File: src/rtl/dr_pkg.sv
package dr_pkg;

    typedef struct packed {
        logic one_rail;
        logic zero_rail;
    } rail_pair_t;

    localparam rail_pair_t PAIR_SPACER = '{one_rail: 1'b0, zero_rail: 1'b0};
    localparam rail_pair_t PAIR_ZERO   = '{one_rail: 1'b0, zero_rail: 1'b1};
    localparam rail_pair_t PAIR_ONE    = '{one_rail: 1'b1, zero_rail: 1'b0};

    function automatic logic pair_present(rail_pair_t p);
        return p.one_rail | p.zero_rail;
    endfunction

    function automatic logic pair_illegal(rail_pair_t p);
        return p.one_rail & p.zero_rail;
    endfunction

endpackage

File: src/rtl/rail_presence.sv
module rail_presence
    import dr_pkg::*;
#(
    parameter int WIDTH = 8
) (
    input  logic [2*WIDTH-1:0] rails_i,
    output logic [WIDTH-1:0]   present_o,
    output logic [WIDTH-1:0]   bad_o
);

    for (genvar g = 0; g < WIDTH; g++) begin : g_pair
        rail_pair_t pair;
        assign pair         = rail_pair_t'(rails_i[2*g+1:2*g]);
        assign present_o[g] = pair_present(pair);
        assign bad_o[g]     = pair_illegal(pair);
    end

endmodule

File: src/rtl/c_merge.sv
module c_merge #(
    parameter int WIDTH = 8
) (
    input  logic             clk,
    input  logic             rst,
    input  logic [WIDTH-1:0] agree_i,
    output logic             state_o
);

    logic all_high;
    logic all_low;

    assign all_high = &agree_i;
    assign all_low  = ~|agree_i;

    always_ff @(posedge clk) begin
        if (rst)           state_o <= 1'b0;
        else if (all_high) state_o <= 1'b1;
        else if (all_low)  state_o <= 1'b0;
    end


    set_on_unanimous_chk: assert property (@(posedge clk) disable iff (rst)
        all_high |=> state_o);


    clear_on_unanimous_chk: assert property (@(posedge clk) disable iff (rst)
        all_low |=> !state_o);


    hold_on_mixed_chk: assert property (@(posedge clk) disable iff (rst)
        (!all_high && !all_low) |=> $stable(state_o));

endmodule

File: src/rtl/dr_done_detect.sv
module dr_done_detect
    import dr_pkg::*;
#(
    parameter int WIDTH = 8
) (
    input  logic               clk,
    input  logic               rst,
    input  logic [2*WIDTH-1:0] rails_i,
    output logic               done_o,
    output logic               illegal_o
);

    logic [WIDTH-1:0] present;
    logic [WIDTH-1:0] bad;

    rail_presence #(.WIDTH(WIDTH)) u_presence (
        .rails_i   (rails_i),
        .present_o (present),
        .bad_o     (bad)
    );

    c_merge #(.WIDTH(WIDTH)) u_merge (
        .clk     (clk),
        .rst     (rst),
        .agree_i (present),
        .state_o (done_o)
    );

    always_ff @(posedge clk) begin
        if (rst) illegal_o <= 1'b0;
        else     illegal_o <= |bad;
    end


    illegal_flag_chk: assert property (@(posedge clk) disable iff (rst)
        (rails_i[1:0] == 2'b11) |=> illegal_o);


    no_early_rise_chk: assert property (@(posedge clk) disable iff (rst)
        (!done_o && (rails_i[1:0] == 2'b00)) |=> !done_o);


    no_early_fall_chk: assert property (@(posedge clk) disable iff (rst)
        (done_o && (rails_i[1:0] != 2'b00)) |=> done_o);

endmodule

File: config.mk
export PLATFORM = sky130hd
export DESIGN_NAME = dr_done_detect
export DESIGN_NICKNAME = d
export VERILOG_FILES = /design/src/rtl/dr_pkg.sv /design/src/rtl/rail_presence.sv /design/src/rtl/c_merge.sv /design/src/rtl/dr_done_detect.sv
export SDC_FILE = /design/constraint.sdc
export NUM_CORES = 1
export LEC_CHECK = 0
export CORE_AREA = 3 3 40 42
export DETAILED_ROUTE_END_ITERATION = 12
export DIE_AREA = 0 0 43 45
export PLACE_DENSITY_LB_ADDON = 0.08
export SLEW_MARGIN = 30
export SYNTH_ARGS = -nofsm -noshare
export SYNTH_HDL_FRONTEND = slang
export SYNTH_SLANG_ARGS = --single-unit
File: constraint.sdc
create_clock -name clk -period 1.45 [get_ports clk]
set_clock_uncertainty 0.15 [all_clocks]
set_input_delay 0.29 -clock clk [delete_from_list [all_inputs] [get_ports clk]]
set_output_delay 0.29 -clock clk [all_outputs]
set_load 0.005 [all_outputs]
==> results.sh <==
export IMPL_worst_setup_path_type="in2reg"
export IMPL_start_util=0.144
export IMPL_crit_buf_inv=2
export IMPL_clk_path_buf_depth=2
export IMPL_ant_nets=0
export IMPL_port_buffers=19
export IMPL_clkTransAtPathRegs_ps=30
export IMPL_clock_sinks=2
export IMPL_wl_um=848
export IMPL_cts_tree="done"
export IMPL_grt_max_degree=4
export IMPL_cts_buffers=3
export IMPL_hold_path_cell_count=1
export IMPL_clk_latency_ps=220
export IMPL_grt_use_total=0.0814
export IMPL_grt_pass1_vias=326
export IMPL_final_cell_mix="dlymetal6s2s_1, buf_4, clkdlybuf4s50_1"
export IMPL_holdBufCountCts=0
export IMPL_power_density_mw_per_mm2=580
export IMPL_finalPower_uw=284
export IMPL_setup_viol_count_final=0
export IMPL_ioPinCount=20
export IMPL_drive_above_1_share=0.300
export IMPL_rows=13
export IMPL_worst_r2r_cell_count=1
export IMPL_dp_worst_setup_slack_ps=-247
export IMPL_start_kind="input port"
export IMPL_antenna_cells=0
export IMPL_drt_iter0_markers=8
export IMPL_postLayoutCoreUtil=0.381
export IMPL_fmax_mhz=701
export IMPL_ir_worst_vdd_v=0.000147
export IMPL_stdcell_count=65
export IMPL_synthToLayoutAreaGrowth_pct=164
export IMPL_cp_arrival_ps=1380
export IMPL_seq_area_frac_synth=0.216
export IMPL_core_region_area_mm2=0.00128
export IMPL_vias=306
export IMPL_postSynthCellCount=21
export IMPL_post_drt_wl_per_cell_um=13.0
export IMPL_endpoint_kind="register"
export IMPL_post_cts_buffers=0
export IMPL_place_congestion=0.735
export IMPL_fin_nets=70
export IMPL_crit_family="buffers and inverters"
export IMPL_synthesis_nets=39
export IMPL_dieArea_mm2=0.00194
export IMPL_worstPathMaxFanout=2
export IMPL_slowest_delay_ps=440
export IMPL_dp_cells=62
export IMPL_grt_overflow_total=0
export IMPL_cp_depth=5
export IMPL_relSlewSlack=0.823
export IMPL_hpwl_um=627
export IMPL_vias_per_cell=4.71
export IMPL_cp_required_ps=1400
export IMPL_root_buffer="clkbuf_4"
export IMPL_drv_slew=0
export IMPL_status="finished, final reports clean"
export IMPL_crit_chain="clkdlybuf4s50_1 > buf_4 > o22ai_1 > nor4_2 > a32o_1"
export IMPL_cp_slowest_cell="clkdlybuf4s50_1"
export IMPL_maxCapViolCount=0
export IMPL_hold_violations=0
export IMPL_max_slew_worst_pin_slew_ps=263
export IMPL_hold_path_class="reg2reg"
export IMPL_grt_pass1_wl_mm=1.19
export IMPL_die_x_um=43
export IMPL_post_route_drc_count=0
export IMPL_yosysUniqueCellTypes=10
export IMPL_die_y_um=45
export IMPL_ys_ff_latch=2
export IMPL_final_common_cell="dlymetal6s2s_1"
export IMPL_min_period_ps=1430
export IMPL_antenna_found_initial=0
export IMPL_finalCritPeriodShare=0.984
export IMPL_leakagePower_nw=0.255
export IMPL_drt_pass1_iter_count=2
export IMPL_fin_ws_ps=23.0
export IMPL_ys_warn_count=0
export IMPL_syn_avg_cell_area_um2=8.82
export IMPL_syn_cell_area_um2=185
export IMPL_cts_max_level=1
[report_power, final]
part,switching [mW],internal (mW)
Sequential,0.00140,0.0596
Combinational,0.0388,0.0641
Clock,0.0288,0.0911
Total,0.0690,0.215
[flip-flops by register name (all words and copies together) (netlist names)]
signal           cells
illegal_o            1
u_merge.state_o      1
[metal layers]
layer | share of wire | up-vias | routed length [µm] | GRT usage
li1 | - | 154 | - | -
met4 | 0 | 0 | 0 | 0.0542
met2 | 0.55 | 13 | 467 | 0.141
met3 | 0.071 | 0 | 60 | 0.00797
met5 | 0 | - | 0 | 0
met1 | 0.38 | 139 | 320 | 0.0957
[path summary, 6_finish.rpt]
path                   startpoint              end  slack (ps)
setup / recovery       rails_i[1]  u_merge.state_o          20
setup reg to reg  u_merge.state_o  u_merge.state_o         680
hold reg to reg   u_merge.state_o  u_merge.state_o         360
hold / removal    u_merge.state_o  u_merge.state_o         360
[Yosys cell counts]
library cell	instances	area [µm²]
nand4_1	1	6.26
a22oi_1	4	30.0
nor2_1	3	11.3
nor4_1	1	6.26
nor4_2	4	50.1
a32o_1	1	10.0
a41oi_1	1	8.76
o22ai_1	3	18.8
inv_1	1	3.75
dfxtp_1	2	40.0
[final cells by class]
type                            count  area (µm²)
Clock buffer                        3        22.5
Fill cell                         138         796
Inverter                            1        3.75
Multi-Input combinational cell     18         148
Sequential cell                     2        40.0
Tap cell                           15        18.8
Timing Repair Buffer               26         256
[cell families (layout without fill, tap and decap cells)]
logic type,Yosys count,in the layout,share of synthesized area
compound gates,9,9,0.365
buf+inv,1,30,0.0203
flops,2,2,0.216
simple gates,9,9,0.399
[stage by stage]
| stage | hold slack, ps | TNS (ps) | instance area [µm²] |
|---|---|---|---|
| CTS | 365 | 0 | 463 |
| finish | 356 | 0 | 489 |
| global placement | 342 | -296 | 447 |
| global route | 375 | -4.02 | 489 |
| floorplan | 212 | 0 | 185 |
| detailed placement | 358 | -302 | 447 |
[what timing repair did]
item                                    CTS  global route
resized for setup                         5             9
endpoints found under the setup margin    3             1
pin swaps                                 2             6
(Power assumes the default switching activity.)
